<file path="src/rtl/wdk_pkg.sv">
package wdk_pkg;
   typedef enum logic [0:0] {
      KS_WAIT_FIRST  = 1'b0,
      KS_WAIT_SECOND = 1'b1
   } key_state_t;

   typedef struct packed {
      logic pd;
      logic idle;
      logic halt_idle;
      logic wake;
   } sleep_ctl_t;
endpackage

</file>
<file path="src/rtl/wdk_key_seq.sv">
module wdk_key_seq
   import wdk_pkg::*;
#(
   parameter int          DATA_W     = 8,
   parameter logic [7:0]  KEY_FIRST  = 8'h1E,
   parameter logic [7:0]  KEY_SECOND = 8'hE1
) (
   input  logic              clk,
   input  logic              rst_n,
   input  logic              clr,
   input  logic              wr_en,
   input  logic [DATA_W-1:0] wr_data,
   output logic              key_ok
);
   localparam logic [DATA_W-1:0] K1 = DATA_W'(KEY_FIRST);
   localparam logic [DATA_W-1:0] K2 = DATA_W'(KEY_SECOND);

   key_state_t state_q;

   assign key_ok = wr_en && (state_q == KS_WAIT_SECOND) && (wr_data == K2);

   always_ff @(posedge clk or negedge rst_n) begin
      if (!rst_n) begin
         state_q <= KS_WAIT_FIRST;
      end else if (clr) begin
         state_q <= KS_WAIT_FIRST;
      end else if (wr_en) begin
         state_q <= (wr_data == K1) ? KS_WAIT_SECOND : KS_WAIT_FIRST;
      end
   end
endmodule

</file>
<file path="src/rtl/wdk_stall.sv">
module wdk_stall
   import wdk_pkg::*;
#(
   parameter bit WAKE_GATE = 1'b1
) (
   input  logic       clk,
   input  logic       rst_n,
   input  logic       cyc_en,
   input  sleep_ctl_t slp,
   output logic       tick
);
   logic wake_block;

   generate
      if (WAKE_GATE) begin : g_wake_gate
         logic hold_q;
         always_ff @(posedge clk or negedge rst_n) begin
            if (!rst_n) begin
               hold_q <= 1'b0;
            end else begin
               hold_q <= slp.pd | (hold_q & ~slp.wake);
            end
         end
         assign wake_block = hold_q & ~slp.wake;
      end else begin : g_no_wake_gate
         assign wake_block = 1'b0;
      end
   endgenerate

   assign tick = cyc_en & ~slp.pd & ~(slp.idle & slp.halt_idle) & ~wake_block;
endmodule

</file>
<file path="src/rtl/wdk_cycle_ctr.sv">
module wdk_cycle_ctr #(
   parameter int CNT_W = 13
) (
   input  logic             clk,
   input  logic             rst_n,
   input  logic             key_ok,
   input  logic             tick,
   output logic             armed,
   output logic [CNT_W-1:0] count,
   output logic             ovf
);
   localparam logic [CNT_W-1:0] CNT_MAX = {CNT_W{1'b1}};

   assign ovf = armed && tick && (count == CNT_MAX) && !key_ok;

   always_ff @(posedge clk or negedge rst_n) begin
      if (!rst_n) begin
         armed <= 1'b0;
         count <= '0;
      end else if (key_ok) begin
         armed <= 1'b1;
         count <= '0;
      end else if (ovf) begin
         armed <= 1'b0;
         count <= '0;
      end else if (armed && tick) begin
         count <= count + 1'b1;
      end
   end
endmodule

</file>
<file path="src/rtl/wdk_pulse.sv">
module wdk_pulse #(
   parameter int PULSE_LEN = 98
) (
   input  logic clk,
   input  logic rst_n,
   input  logic fire,
   input  logic out_dis,
   output logic rst_pulse,
   output logic rst_req
);
   localparam int PW = $clog2(PULSE_LEN + 1);
   localparam logic [PW-1:0] LEN = PW'(PULSE_LEN);

   logic [PW-1:0] left_q;

   always_ff @(posedge clk or negedge rst_n) begin
      if (!rst_n) begin
         left_q  <= '0;
         rst_req <= 1'b0;
      end else begin
         rst_req <= fire;
         if (fire && !out_dis) begin
            left_q <= LEN;
         end else if (left_q != '0) begin
            left_q <= left_q - 1'b1;
         end
      end
   end

   assign rst_pulse = (left_q != '0);
endmodule

</file>
<file path="src/rtl/wdog_key_timer.sv">
module wdog_key_timer
   import wdk_pkg::*;
#(
   parameter int         CNT_W      = 13,
   parameter int         PULSE_LEN  = 98,
   parameter logic [7:0] KEY_FIRST  = 8'h1E,
   parameter logic [7:0] KEY_SECOND = 8'hE1,
   parameter bit         WAKE_GATE  = 1'b1
) (
   input  logic       clk,
   input  logic       rst_n,
   input  logic       wr_en,
   input  logic [7:0] wr_data,
   input  logic       cyc_en,
   input  logic       idle_mode,
   input  logic       pd_mode,
   input  logic       halt_in_idle,
   input  logic       rst_out_dis,
   input  logic       wake_pin,
   output logic       rst_pulse,
   output logic       rst_req
);
   localparam longint PERIOD = longint'(1) << CNT_W;

   generate
      if (CNT_W < 2 || CNT_W > 30) begin : g_bad_width
         $error("wdog_key_timer: CNT_W out of range");
      end
      if (PULSE_LEN < 1 || longint'(PULSE_LEN) >= PERIOD) begin : g_bad_pulse
         $error("wdog_key_timer: PULSE_LEN must be 1 .. 2**CNT_W-1");
      end
      if (KEY_FIRST == KEY_SECOND) begin : g_bad_keys
         $error("wdog_key_timer: key bytes must differ");
      end
   endgenerate

   logic             key_ok_w;
   logic             tick_w;
   logic             armed_w;
   logic             ovf_w;
   logic [CNT_W-1:0] count_w;
   sleep_ctl_t       slp_w;

   assign slp_w = '{pd: pd_mode, idle: idle_mode, halt_idle: halt_in_idle, wake: wake_pin};

   wdk_key_seq #(
      .DATA_W    (8),
      .KEY_FIRST (KEY_FIRST),
      .KEY_SECOND(KEY_SECOND)
   ) u_key (
      .clk    (clk),
      .rst_n  (rst_n),
      .clr    (ovf_w),
      .wr_en  (wr_en),
      .wr_data(wr_data),
      .key_ok (key_ok_w)
   );

   wdk_stall #(
      .WAKE_GATE(WAKE_GATE)
   ) u_stall (
      .clk   (clk),
      .rst_n (rst_n),
      .cyc_en(cyc_en),
      .slp   (slp_w),
      .tick  (tick_w)
   );

   wdk_cycle_ctr #(
      .CNT_W(CNT_W)
   ) u_ctr (
      .clk   (clk),
      .rst_n (rst_n),
      .key_ok(key_ok_w),
      .tick  (tick_w),
      .armed (armed_w),
      .count (count_w),
      .ovf   (ovf_w)
   );

   wdk_pulse #(
      .PULSE_LEN(PULSE_LEN)
   ) u_pulse (
      .clk      (clk),
      .rst_n    (rst_n),
      .fire     (ovf_w),
      .out_dis  (rst_out_dis),
      .rst_pulse(rst_pulse),
      .rst_req  (rst_req)
   );
endmodule

</file>
<file path="config.mk">
export PLATFORM = sky130hd
export DESIGN_NAME = wdog_key_timer
export DESIGN_NICKNAME = d
export VERILOG_FILES = /design/src/rtl/wdk_pkg.sv /design/src/rtl/wdk_key_seq.sv /design/src/rtl/wdk_stall.sv /design/src/rtl/wdk_cycle_ctr.sv /design/src/rtl/wdk_pulse.sv /design/src/rtl/wdog_key_timer.sv
export SDC_FILE = /design/constraint.sdc
export NUM_CORES = 1
export LEC_CHECK = 0
export BUFFER_PORTS_ARGS = -buffer_cell sky130_fd_sc_hd__buf_2
export CORE_ASPECT_RATIO = 1.75
export CORE_MARGIN = 2
export CORE_UTILIZATION = 34
export CTS_BUF_LIST = sky130_fd_sc_hd__clkbuf_8
export CTS_CLUSTER_SIZE = 28
export DETAILED_ROUTE_END_ITERATION = 6
export PLACE_DENSITY = 0.53
export REMOVE_ABC_BUFFERS = 1
export SYNTH_ARGS = -nofsm -noshare
export SYNTH_HDL_FRONTEND = slang
export SYNTH_SLANG_ARGS = --single-unit
export TNS_END_PERCENT = 5
</file>
<file path="constraint.sdc">
create_clock -name clk -period 2 [get_ports clk]
set_clock_uncertainty 0.1 [all_clocks]
set_input_delay 0.3 -clock clk [delete_from_list [all_inputs] [get_ports clk]]
set_output_delay 0.3 -clock clk [all_outputs]
set_load 0.01 [all_outputs]
</file>
# --- Word-level counts from Yosys, hierarchy flattened ---
# Cells that the tools add are included.
classes:
  addsub: 2
  multipliers: 0
  div: 0
  n_lt_le_gt_ge: 0
  eq_ne: 3
  shift: 0
  mux: 10
  n_bitwise: 10
  reduce_logical: 13
ops:
  columns: ["operator", "count"]
  rows:
  - ["two-way mux 13 bit", 3]
  - ["two-way mux 7 bit", 2]
  - ["adder 13 x 1 -> 13 bit, second input constant", 1]
  - ["equality test 13 bit, second input constant", 1]
  - ["equality test 8 x 5 -> 1 bit, second input constant", 1]
  - ["equality test 8 bit, second input constant", 1]
  - ["nonzero test 7 bit", 1]
  - ["subtractor 7 x 1 -> 7 bit, second input constant", 1]
  - ["logical AND 1 bit", 6]
  - ["nonzero test 2 bit", 3]
  - ["bitwise AND 1 bit", 5]
  - ["two-way mux 1 bit", 5]
  - ["inverter 1 bit", 4]
  - ["nonzero test 3 bit", 1]
  - ["zero test 1 bit", 2]
  - ["bitwise OR 1 bit", 1]
totals:
  reg_bits: 24
  latchBits: 0
  ramBits: 0
  romBits: 0
  in_bits: 17
  word_cells: 44
  n_memories: 0

# --- Longest topological paths before layout ---
# Gate-level depths: netlist of the first run.
depth:
  word_depth: 9
  mapped_depth: 7

# --- Cells and area by module ---
# A second synthesis of the first run with hierarchy kept.
hier_totals:
  hier_cells: 124
  hier_area_um2: 1263.7
modules_own_cells:
  columns: ["mod", "n_inst", "cells_per_inst", "area_each_um2", "seq_area_each_um2"]
  rows:
  - ["wdk_cycle_ctr", 1, 69, 713.2, 350.3]
  - ["wdk_pulse", 1, 39, 401.6, 200.2]
  - ["wdk_key_seq", 1, 11, 90.1, 25.0]
  - ["wdk_stall", 1, 5, 58.8, 25.0]

# --- Worst setup path after synthesis of the first run ---
# OpenSTA, ideal clock, no wires.
synth_path:
  path_type: "reg2reg"
  startpoint: "reg u_ctr.count[0]"
  endpoint: "reg u_ctr.count[7]"
  setup_ns: 0.140
  t_arrival_ns: 1.627
  required_time_ns: 1.760
  path_slack_ns: 0.133
  path_stages_with_launch: 8
  path_buffers: 2
  synth_period_minus_slack_ns: 1.867
  cell_sequence: "dfrtp_1 -> ha_1 -> nand2_2 -> or4_1 -> buf_4 -> nand3b_4 -> buf_6 -> o221ai_1"
synth_between:
  elab_chain_cells: 5
synth_lines:
  columns: ["element", "line", "rtl"]
  rows:
  - ["from (decl)", "wdk_cycle_ctr.sv:9", "output logic [CNT_W-1:0] count,"]
  - ["from (signal assigned)", "wdk_cycle_ctr.sv:27", "count <= count + 1'b1;"]
  - ["parallel branches: the longest is 5 deep, another holds adder 13 x 1 -> 13 bit", null, null]
# Parallel ways; which one is timed is not known. The select of a mux whose other input is x is not followed.
# A chain may end at the register's enable or synchronous reset.

# --- Final worst setup path of the first run ---
layout_path:
  startpoint: "reg u_ctr.count[0]"
  endpoint: "reg u_pulse.left_q[2]"
layout_between:
  elab_chain_cells: 5
layout_lines:
  columns: ["element", "line", "rtl"]
  rows:
  - ["equality test 13 bit (*)", "wdk_cycle_ctr.sv:14", "assign ovf = armed && tick && (count == CNT_MAX) && !key_ok;"]
  - ["logical AND 1 bit (*) (2 in a row)", "wdk_cycle_ctr.sv:14", null]
  - ["logical AND 1 bit (*)", "wdk_pulse.sv:22", "if (fire && !out_dis) begin"]
  - ["two-way mux 7 bit or nonzero test 2 bit (tied branches)", null, null]
  - ["to (signal assigned)", "wdk_pulse.sv:25", "left_q <= left_q - 1'b1;"]
  - ["to (decl)", "wdk_pulse.sv:14", "logic [PW-1:0] left_q;"]
# Mark *: on every way between the ends. The rest lies on a longest branch, timed or not.

==> summary.md, run 1 <==
| Metric | Value |
|---|---|
| Outcome | complete, no violations |
| Synth Cell Area | 0.00139 sq mm |
| Commonest non-fill, non-tap cell in the layout | dfrtp_1 |
| Crit path max fanout | 4 |
| Critical-path cell list | ha_2 -> nand2_2 -> or4_4 -> buf_6 -> nor4_4 -> nor2_1 |
| Post-DP Area | 0.00162 sq mm |
| Final setup viols | 0 |
| Worst VDD drop | 0.000273 V |
| Routability cong. | 0.833 |
| Largest net degree at the start of global routing | 25 |
| Total grt overflow | 0 |
| Clock Latency Late Sink | 0.26 ns |
| CTS sink cnt | 24 |
| Switching share of total power | 20.5% |
| P&R area growth vs syn | 25.4% |
| Row Count | 30 |
| Seq/Total Area, Yosys | 43.1% |
| Syn_area_per_cell | 9.96 sq um |
| Worst setup margin | 0.0943 ns |
| I/O Buffers | 18 |
| 1st-iter DRT viols | 54 |
| Global-route usage over all layers | 15.3% |
| Initial core utilization | 35.7% |
| Synth top area share | 43.1% |
| Final Critical Period | 1.91 ns |
| CP Capture Type | flop |
| Pwr Total | 0.853 mW |
| Core area | 0.00390 sq mm |
| Pre-CTS setup slack | 0.0828 ns |
| Fmax | 525 MHz |
| Slew margin rel. | 62.5% |
| CP max stage delay | 0.52 ns |
| N_diodes | 0 |
| Crit Path Class | flop to flop |
| Leak Pwr | 0.737 nW |
| I/O Pins | 19 |
| Hpwl dp | 2530 um |
| Routed WL | 3430 um |
| Synth cell types | 41 |
| Total CTS buffers | 3 |
| Via density | 5.68 |
| Die ar. | 0.00465 sq mm |
| Warnings, synthesis | 0 |
| Share of flip-flops with an asynchronous set or reset | 100% |
| Top cell type by total area after synthesis | dfrtp_1 |
| DR vias | 1272 |
| Drt pass-1 iters | 4 |
| Ys flop type | dfrtp_1 |
| Die width | 52.4 um |
| Final hold vios | 0 |
| Antenna violations before repair | 0 |
| Worst slew pin tran | 0.563 ns |
| First-pass GRT wire length | 5400 um |
| Max_cap viols | 0 |
| CP required | 2.05 ns |
| CTS tree | done |
| Clock Root Buffer | clkbuf_8 |
| Clock slew at reported path FFs | 0.08 ns |
| Clock group share of total power | 38.7% |
| Pint | 0.679 mW |
| Syn Inst Count | 140 |
| #FFs+latches synth | 24 |
| Power per cell area | 488 mW/mm^2 |
| NetSw | 0.175 mW |
| Wire per inst | 15.3 um |
| Final period util | 95.3% |
| WP data arrival | 1.95 ns |
| CTS Buffer Depth | 2 |
| Synth top area cells | dfrtp_1, nand3_1, nand4_1 |
| Layout cells sized above 1 | 34.1% |
| Hold Path Class | primary input to flop |
| Antenna Nets Post-Route | 0 |
| Slowest cell on the critical path | or4_4 |
| Most frequent cells in the layout | dfrtp_1, buf_2, buf_4, nand3_1, nor2_1 |
| Logic pwr share | 4.3% |
| CTS H-Tree Depth | 1 |
| Nets | 196 |
| Die Height | 88.7 um |
| Finished Cell Area | 0.00175 sq mm |
| Seq pwr share | 57.0% |
| Slew Viols, Final | 0 |
| Setup crit start kind | flop |
| RSZ-0062 raised after global routing | yes |
| Number of remaining DRC errors | 0 |
| EDFF count, synth | 0 |
| Vias in the first global route | 1227 |
==> area by class of cell <==
cell class,count,area [sq um]
clock buffers,4,55.1
fillers,393,2160
inverters,9,33.8
multi-input cells,103,766
flip-flops and latches,24,602
well taps,48,60.1
repair buffers,36,231
==> timing repair <==
item,4_1_cts,5_1_grt
hold buffers,1,0
endpoints found under the setup margin,1,14
endpoints found under the hold margin,24,0
resized for setup,1,9
pin swaps,0,3
setup buffers,0,4
==> registers in the layout (all words and copies together), names as in the netlist <==
signal / flops
u_key.state_q: 1
u_pulse.left_q: 7
u_pulse.rst_req: 1
u_stall.g_wake_gate.hold_q: 1
u_ctr.armed: 1
u_ctr.count: 13
==> Yosys cell counts, drive strengths merged, types with 2 or more instances <==
master,n
o21ai,4
nand2b,5
a21oi,5
o211ai,5
or2,4
dfrtp,24
nand2,7
ha,2
o221ai,3
buf,2
nand3b,2
inv,9
nand3,15
and4b,2
mux2i,2
or4,5
nor2b,4
o31ai,2
and4,2
nand4,9
nor2,10
clkbuf,2
nor4b,4
==> power by group through the flow <==
| stage | Combinational (mW) | Clock (mW) | Sequential [mW] |
|---|---|---|---|
| 2_1_floorplan | 0.00555 | 0 | 0.496 |
| 6_report | 0.0366 | 0.330 | 0.486 |
| 5_1_grt | 0.0410 | 0.360 | 0.487 |
| 4_1_cts | 0.0378 | 0.346 | 0.487 |
| 3_5_place_dp | 0.0362 | 0 | 0.496 |
| 3_3_place_gp | 0.0343 | 0 | 0.496 |
==> cells by family after synthesis <==
logic type                 Yosys count  synth area share, %
adders and majority gates            2                 1.80
buffers and inverters               13                 4.31
and+or+nand+nor                     73                 34.1
DFF                                 24                 43.1
muxes                                2                 1.44
xor gates and xnor gates             1                0.628
AOI/OAI and AO/OA                   25                 14.6
==> critical path: cells and delay by family (launching register included) <==
kind / cells / cell delay, ns
fa+ha+maj: 1 / 0.20
buf+inv: 1 / 0.14
flops: 1 / 0.37
simple gates: 4 / 0.97
==> routing by layer <==
metal  up-vias  share of wire, %  GRT usage [%]
met5         -                 0              0
met4         0               1.2           5.13
met3         6               2.0           1.52
met2        24                59           29.7
met1       635                38           16.6
li1        607                 -              -
==> per-stage QoR <==
stage	setup TNS, ns	std cells	utilization [%]	hold WS, ns
global placement	0	215	41.4	0.219
floorplan	-0.147	136	-	-0.0956
global route	-0.0861	224	44.8	0.139
CTS	0	220	43.2	0.133
detailed placement	0	215	41.4	0.226
finish	0	224	44.8	0.140
==> worst paths after layout <==
path / startpoint / to / slack (ns) / cells past startpoint
min reg2reg: u_pulse.left_q[6] / u_pulse.left_q[6] / 0.41 / 2
min: pd_mode / u_stall.g_wake_gate.hold_q / 0.14 / 2
max in group asynchronous: rst_n / u_ctr.count[3] / 0.95 / 2
min in group asynchronous: rst_n / u_pulse.left_q[6] / 0.45 / 2
max reg2reg: u_ctr.count[0] / u_pulse.left_q[2] / 0.09 / 6
max: u_ctr.count[0] / u_pulse.left_q[2] / 0.09 / 6
Power figures use the tool's default switching activity.
==> run 2, diff against run 1 <==
ABC_AREA = 1   (was default)
==> summary.md, run 2 <==
| Metric | Value |
|---|---|
| Outcome | complete, no violations (unchanged) |
| Synth top area share | 41.0% (was 43.1%) |
| P&R area growth vs syn | 13.7% (was 25.4%) |
| Slew Viols, Final | 0 (unchanged) |
| Leak Pwr | 0.878 nW (was 0.737 nW) |
| Die ar. | 0.00487 sq mm (was 0.00465 sq mm) |
| Slew margin rel. | 63.9% (was 62.5%) |
| Clock Root Buffer | clkbuf_8 (unchanged) |
| Hold Path Class | primary input to flop (unchanged) |
| RSZ-0062 raised after global routing | no (was yes) |
| Synth cell types | 26 (was 41) |
| Sequential Area | 601 sq um (was 602 sq um) |
| I/O Pins | 19 (unchanged) |
| Critical path's top delay family | flip-flops (was simple AND/OR/NAND/NOR gates) |
| CP required | 1.60 ns (was 2.05 ns) |
| EDFF count, synth | 0 (unchanged) |
| Routed WL | 2990 um (was 3430 um) |
| CTS H-Tree Depth | 1 (unchanged) |
| WP data arrival | 1.50 ns (was 1.95 ns) |
| NetSw | 0.176 mW (was 0.175 mW) |
| Syn_area_per_cell | 7.36 sq um (was 9.96 sq um) |
| Power per cell area | 490 mW/mm^2 (was 488 mW/mm^2) |
| Seq pwr share | 59.9% (was 57.0%) |
| Final Critical Period | 1.90 ns (was 1.91 ns) |
| #FFs+latches synth | 24 (unchanged) |
| Wire per inst | 11.1 um (was 15.3 um) |
| Die Height | 90.8 um (was 88.7 um) |
| Die width | 53.6 um (was 52.4 um) |
| Top cell type by total area after synthesis | dfrtp_1 (unchanged) |
| Slowest cell on the critical path | dfrtp_1 (was or4_4) |
| First-pass GRT wire length | 5060 um (was 5400 um) |
| Switching share of total power | 21.6% (was 20.5%) |
| Ys flop type | dfrtp_1 (unchanged) |
| Setup crit start kind | flop (unchanged) |
| Total grt overflow | 0 (unchanged) |
| WP buf/inv | 3 (was 1) |
| Final setup viols | 0 (unchanged) |
| 1st-iter DRT viols | 13 (was 54) |
| Logic pwr share | 5.0% (was 4.3%) |
| Global-route usage over all layers | 13.9% (was 15.3%) |
| Final setup TNS | 0 ns (unchanged) |
| Post-synthesis mux area share | 0% (was 1.44%) |
| Filler cells | 457 (was 393) |
| Fmax | 526 MHz (was 525 MHz) |
| DR vias | 1247 (was 1272) |
| Largest family of logic cells by synthesized area | simple AND/OR/NAND/NOR gates (unchanged) |
| Layout cells sized above 1 | 19.5% (was 34.1%) |
| Antenna violations before repair | 0 (unchanged) |
| Clock Latency Late Sink | 0.26 ns (about the same) |
| CTS sink cnt | 24 (unchanged) |
| CTS tree | done (unchanged) |
| Syn Inst Count | 199 (was 140) |
| Largest net degree at the start of global routing | 25 (unchanged) |
| Commonest non-fill, non-tap cell in the layout | nand2_1 (was dfrtp_1) |
| Hpwl dp | 2360 um (was 2530 um) |
| Most frequent cell after synthesis | nand2_1 (was dfrtp_1) |
| Fin Hold WS | 0.169 ns (was 0.140 ns) |
| Warnings, synthesis | 0 (unchanged) |
| Most flop-heavy register | u_ctr.count (unchanged) |
| Crit path max fanout | 5 (was 4) |
| Number of remaining DRC errors | 0 (unchanged) |
| CP Capture Type | output port (was flop) |
| Number of flip-flops in the largest register | 13 (unchanged) |
| Top flop regs | u_ctr.count (13), u_pulse.left_q (7) (unchanged) |
| Nets | 242 (was 196) |
| Worst slew pin tran | 0.542 ns (was 0.563 ns) |
| Synth Area in Compound Gates | 6.15% (was 14.6%) |
| Placed Cells | 264 (was 215) |
| Synth Cell Area | 0.00146 sq mm (was 0.00139 sq mm) |
| Seq/Total Area, Yosys | 41.0% (was 43.1%) |
| Final period util | 95.0% (was 95.3%) |
| Clock group share of total power | 35.1% (was 38.7%) |
| Max_cap viols | 0 (unchanged) |
| Routability cong. | 0.797 (was 0.833) |
| Commonest cells in the synthesized netlist | nand2_1, inv_1, dfrtp_1, nor2_1, nand3_1 (was dfrtp_1, nand3_1, nor2_1) |
| Synth top area cells | dfrtp_1, nand2_1, inv_1 (was dfrtp_1, nand3_1, nand4_1) |
| Crit Path Class | flop to output port (was flop to flop) |
| Multi-input gate area | 733 sq um (was 766 sq um) |
| Fraction of the mapped netlist area in adder cells | 1.71% (was 1.80%) |
| Synth Area in XOR/XNOR | 1.20% (was 0.628%) |
| Finished Layout Cells | 270 (was 224) |
| Pint | 0.639 mW (was 0.679 mW) |
| Core area | 0.00415 sq mm (was 0.00390 sq mm) |
| Initial core utilization | 35.3% (was 35.7%) |
| Vias in the first global route | 1205 (was 1227) |
| Final hold vios | 0 (unchanged) |
| N_diodes | 0 (unchanged) |
| CP max stage delay | 0.39 ns (was 0.52 ns) |
| Row Count | 31 (was 30) |
| Most frequent cells in the layout | nand2_1, inv_1, nor2_1, dfrtp_1, buf_2 (was dfrtp_1, buf_2, buf_4, nand3_1, nor2_1) |
| Critical-path cell list | inv_1 -> ha_2 -> inv_1 -> nor3_4 -> nand2_2 -> buf_2 (was ha_2 -> nand2_2 -> or4_4 -> buf_6 -> nor4_4 -> nor2_1) |
| Total CTS buffers | 3 (unchanged) |
| Antenna Nets Post-Route | 0 (unchanged) |
| Share of flip-flops with an asynchronous set or reset | 100% (unchanged) |
| Worst VDD drop | 0.000279 V (was 0.000273 V) |
| Clock slew at reported path FFs | 0.08 ns (about the same) |
| CTS Buffer Depth | 2 (unchanged) |
| Via density | 4.62 (was 5.68) |
| Drt pass-1 iters | 4 (unchanged) |
| Most Frequent Cell on Critical Path | inv_1 |
| Simple-gate share of the synthesized area | 40.4% (was 34.1%) |
| I/O Buffers | 18 (unchanged) |
run 2: cell count changes after synthesis, sizes merged, moves of 3 or more:
cell and change:
nand2 +53, nor2 +22, inv +21, nand2b -5
o211ai -5, or4 -5, nor2b -4, nor3 +4
nor4b -4, or2 -4, a21oi +3, nand3 +3
o221ai -3
run 2: power groups by stage:
stage	logic (mW)	registers [mW]	clock network [mW]
global placement	0.0407	0.498	0
global route	0.0475	0.489	0.316
CTS	0.0427	0.489	0.300
detailed placement	0.0413	0.498	0
floorplan	0.0116	0.498	0
finish	0.0404	0.488	0.286
run 2: path summary, 6_finish.rpt:
kind                                   start                          to  slack, ns  cells past startpoint
hold reg to reg                  u_ctr.armed                 u_ctr.armed       0.38                      2
min in group asynchronous              rst_n              u_ctr.count[1]       0.44                      2
setup reg to reg              u_ctr.count[0]             u_ctr.count[12]       0.22                      9
setup / recovery           u_pulse.left_q[0]                   rst_pulse        0.1                      6
hold / removal                       pd_mode  u_stall.g_wake_gate.hold_q       0.17                      3
max in group asynchronous              rst_n           u_pulse.left_q[0]       0.99                      2
run 2: cell families (layout without fill, tap and decap cells):
family / Yosys count / after routing
adders and majority gates: 2 / 2
xor gates and xnor gates: 2 / 2
buffers and inverters: 32 / 54
DFF: 24 / 24
and+or+nand+nor: 123 / 123
AOI/OAI and AO/OA: 16 / 16
run 2: metrics by stage:
step                      util [%]  power, mW  worst slack [ns]  area, sq um
after floorplan                  -      0.510             0.439         1440
after global placement        38.3      0.539             0.196         1590
after detailed placement      38.3      0.540             0.222         1590
after CTS                     39.5      0.831          0.000698         1640
after global routing          40.1      0.853           0.00526         1660
final                         40.1      0.815            0.0991         1660
run 2: layer usage:
layer / global-route usage [%] / up-vias / routed length (um)
met5: 0 / - / 0
met4: 5.77 / 0 / 61
met3: 1.49 / 5 / 49
met2: 26.6 / 8 / 1700
met1: 13.8 / 559 / 1180
li1: - / 675 / -
run 2: worst reg2reg max path, stage by stage (launching register included):
cell and delay (ns):
dfrtp_1 0.47, ha_1 0.25, nand2_1 0.10, inv_1 0.08, nand2_1 0.08, nor2_4 0.12
nand3_2 0.09, nand2_1 0.10, nand2_2 0.12, a21boi_0 0.15
run 2: cell type report:
type	instances	area share, %
clock buffers	3	2.48
inverters	30	6.77
multi-input cells	143	44.1
flip-flops and latches	24	36.1
well taps	49	3.68
repair buffers	21	6.92
run 2: what timing repair did:
item | in CTS | in global routing
endpoints found under the setup margin | 0 | 1
hold buffers | 1 | 0
resized for setup | 0 | 2
setup buffers | 0 | 2
hold endpoints to repair | 24 | 0
==> run 3, diff against run 2 <==
--- a/config.mk
+++ b/config.mk
@@ -8,8 +8,9 @@
 export ABC_AREA = 1
 export BUFFER_PORTS_ARGS = -buffer_cell sky130_fd_sc_hd__buf_2
-export CORE_ASPECT_RATIO = 1.75
+export CORE_ASPECT_RATIO = 2
 export CORE_MARGIN = 2
 export CORE_UTILIZATION = 34
 export CTS_BUF_LIST = sky130_fd_sc_hd__clkbuf_8
+export CTS_CLUSTER_DIAMETER = 40
 export CTS_CLUSTER_SIZE = 28
 export DETAILED_ROUTE_END_ITERATION = 6
==> constraint.sdc (replaced) <==
create_clock -name clk -period 2 [get_ports clk]
set_clock_uncertainty 0.1 [all_clocks]
set_input_delay 0.4 -clock clk [delete_from_list [all_inputs] [get_ports clk]]
set_output_delay 0.4 -clock clk [all_outputs]
set_load 0.01 [all_outputs]
==> summary.md, run 3 (synthesis gave the netlist of run 2 again) <==
| Metric | Value |
|---|---|
| I/O Pins | 19 (unchanged) |
| Outcome | complete, no violations (unchanged) |
| Filler cells | 462 (was 457) |
| Pre-CTS setup slack | 0.204 ns (was 0.222 ns) |
| Crit. Startpoint | u_pulse.left_q[1] (was u_pulse.left_q[0]) |
| Cell count along the critical path | 6 (unchanged) |
| FF-to-FF setup slack | 0.30 ns (was 0.22 ns) |
| CTS tree | done (unchanged) |
| Crit Path Class | flop to output port (unchanged) |
| WP data arrival | 1.47 ns (was 1.50 ns) |
| Clock Latency Late Sink | 0.27 ns (was 0.26 ns) |
| Slew Viols, Final | 0 (unchanged) |
| Finished Layout Cells | 277 (was 270) |
| Die width | 50.4 um (was 53.6 um) |
| Fmax | 506 MHz (was 526 MHz) |
| Routability cong. | 0.756 (was 0.797) |
| Total CTS buffers | 3 (unchanged) |
| Antenna Nets Post-Route | 0 (unchanged) |
| Global-route usage over all layers | 14.9% (was 13.9%) |
| Fin Hold WS | 0.00823 ns (was 0.169 ns) |
| Wire per inst | 11.6 um (was 11.1 um) |
| Crit path max fanout | 6 (was 5) |
| Largest net degree at the start of global routing | 25 (unchanged) |
| Antenna violations before repair | 0 (unchanged) |
| Vias in the first global route | 1280 (was 1205) |
| Clock Root Buffer | clkbuf_8 (unchanged) |
| Final Critical Period | 1.97 ns (was 1.90 ns) |
| CTS Buffer Depth | 2 (unchanged) |
| Layout cells sized above 1 | 22.7% (was 19.5%) |
| Number of remaining DRC errors | 0 (unchanged) |
| Hpwl dp | 2450 um (was 2360 um) |
| Leak Pwr | 0.906 nW (was 0.878 nW) |
| Final hold vios | 0 (unchanged) |
| Final setup viols | 0 (unchanged) |
| Initial core utilization | 35.5% (was 35.3%) |
| Slowest cell on the critical path | dfrtp_1 (unchanged) |
| Most flop-heavy register | u_ctr.count (unchanged) |
| Drt pass-1 iters | 4 (unchanged) |
| WP buf/inv | 3 (unchanged) |
| Worst slew pin tran | 0.554 ns (was 0.542 ns) |
| N_diodes | 0 (unchanged) |
| RSZ-0062 raised after global routing | yes (was no) |
| First-pass GRT wire length | 5620 um (was 5060 um) |
| Number of flip-flops in the largest register | 13 (unchanged) |
| Row Count | 33 (was 31) |
| P&R area growth vs syn | 17.5% (was 13.7%) |
| Power per cell area | 503 mW/mm^2 (was 490 mW/mm^2) |
| Critical-path cell list | inv_2 -> ha_4 -> inv_4 -> nor3_4 -> nand2_2 -> buf_6 (was inv_1 -> ha_2 -> inv_1 -> nor3_4 -> nand2_2 -> buf_2) |
| 1st-iter DRT viols | 22 (was 13) |
| CTS H-Tree Depth | 1 (unchanged) |
| Worst VDD drop | 0.000339 V (was 0.000279 V) |
| I/O Buffers | 18 (unchanged) |
| DR vias | 1309 (was 1247) |
| Most frequent cells in the layout | nand2_1, inv_1, nor2_1, dfrtp_1, buf_2 (unchanged) |
| Setup crit start kind | flop (unchanged) |
| CP required | 1.50 ns (was 1.60 ns) |
| Clock slew at reported path FFs | 0.09 ns (was 0.08 ns) |
| Placed Cells | 268 (was 264) |
| Nets | 245 (was 242) |
| Via density | 4.73 (was 4.62) |
| CP Capture Type | output port (unchanged) |
| Top flop regs | u_ctr.count (13), u_pulse.left_q (7) (unchanged) |
| Slew margin rel. | 63.1% (was 63.9%) |
| Utilization after layout | 41.7% (was 40.1%) |
| FF-to-FF path depth | 9 (unchanged) |
| Critical path's top delay family | flip-flops (unchanged) |
| Max_cap viols | 0 (unchanged) |
| R2r startpoint | u_ctr.count[1] (was u_ctr.count[0]) |
| CP max stage delay | 0.42 ns (was 0.39 ns) |
| Core area | 0.00413 sq mm (was 0.00415 sq mm) |
| Die Height | 96.8 um (was 90.8 um) |
| Worst setup margin | 0.0254 ns (was 0.0991 ns) |
| Pwr Total | 0.865 mW (was 0.815 mW) |
| Total grt overflow | 0 (unchanged) |
| Worst R2R End | u_ctr.count[12] (unchanged) |
| Hold Path Class | primary input to async pin (was primary input to flop) |
| Commonest non-fill, non-tap cell in the layout | nand2_1 (unchanged) |
| Setup crit end | rst_pulse (unchanged) |
| CTS sink cnt | 24 (unchanged) |
| Final period util | 98.7% (was 95.0%) |
| Die ar. | 0.00488 sq mm (was 0.00487 sq mm) |
| Routed WL | 3220 um (was 2990 um) |
run 3: cell type report:
type,count,area [sq um],area share (%)
timing repair buffer,24,141,8.22
inverter,30,115,6.69
multi-input combinational,143,743,43.2
clock buffer,4,55.1,3.20
tap,52,65.1,3.78
sequential,24,601,34.9
run 3: worst register-to-register path, delay by kind of cell (launching register included):
family                   cells  cell delay [ns]
adder cells (fa/ha/maj)      1             0.24
flip-flops                   1             0.39
buffers and inverters        1             0.08
AND/OR/NAND/NOR              6             0.62
AO/OA/AOI/OAI                1             0.15
run 3: worst min-delay path by stage:
stage,slack (ns),cells past startpoint,startpoint,endpoint
final,0.008,1,rst_n,u_ctr.count[0]
after global routing,0.05,1,rst_n,u_ctr.count[0]
after CTS,0.04,1,rst_n,u_ctr.count[0]
after detailed placement,0.33,1,rst_n,u_ctr.count[0]
after global placement,0.34,1,rst_n,u_ctr.count[0]
after floorplan,0.004,0,rst_n,u_ctr.armed
run 3: power by group:
| part | switching, mW | leakage, nW | internal (mW) | total [mW] |
|---|---|---|---|---|
| clock | 0.160 | 0.0288 | 0.176 | 0.336 |
| sequential | 0.00115 | 0.292 | 0.487 | 0.488 |
| combinational | 0.0243 | 0.586 | 0.0163 | 0.0406 |
| total | 0.185 | 0.906 | 0.679 | 0.865 |
run 3: layer usage:
layer / track usage (%) / share of wire [%] / vias to the layer above
li1: - / - / 680
met1: 14.7 / 37 / 615
met2: 29.0 / 60 / 9
met3: 1.39 / 1.5 / 5
met4: 6.86 / 2.1 / 0
met5: 0 / 0 / -
run 3: timing repair:
action,in CTS,in global routing
buffers inserted,1,4
pin swaps,0,2
hold buffers,0,0
gates resized for setup,2,6
endpoints found under the setup margin,1,1
run 3: per-stage QoR:
step | instance area, sq um | TNS (ns)
6_report | 1720 | 0
5_1_grt | 1720 | -0.0339
4_1_cts | 1670 | 0
3_5_place_dp | 1600 | 0
3_3_place_gp | 1600 | 0
2_1_floorplan | 1440 | 0
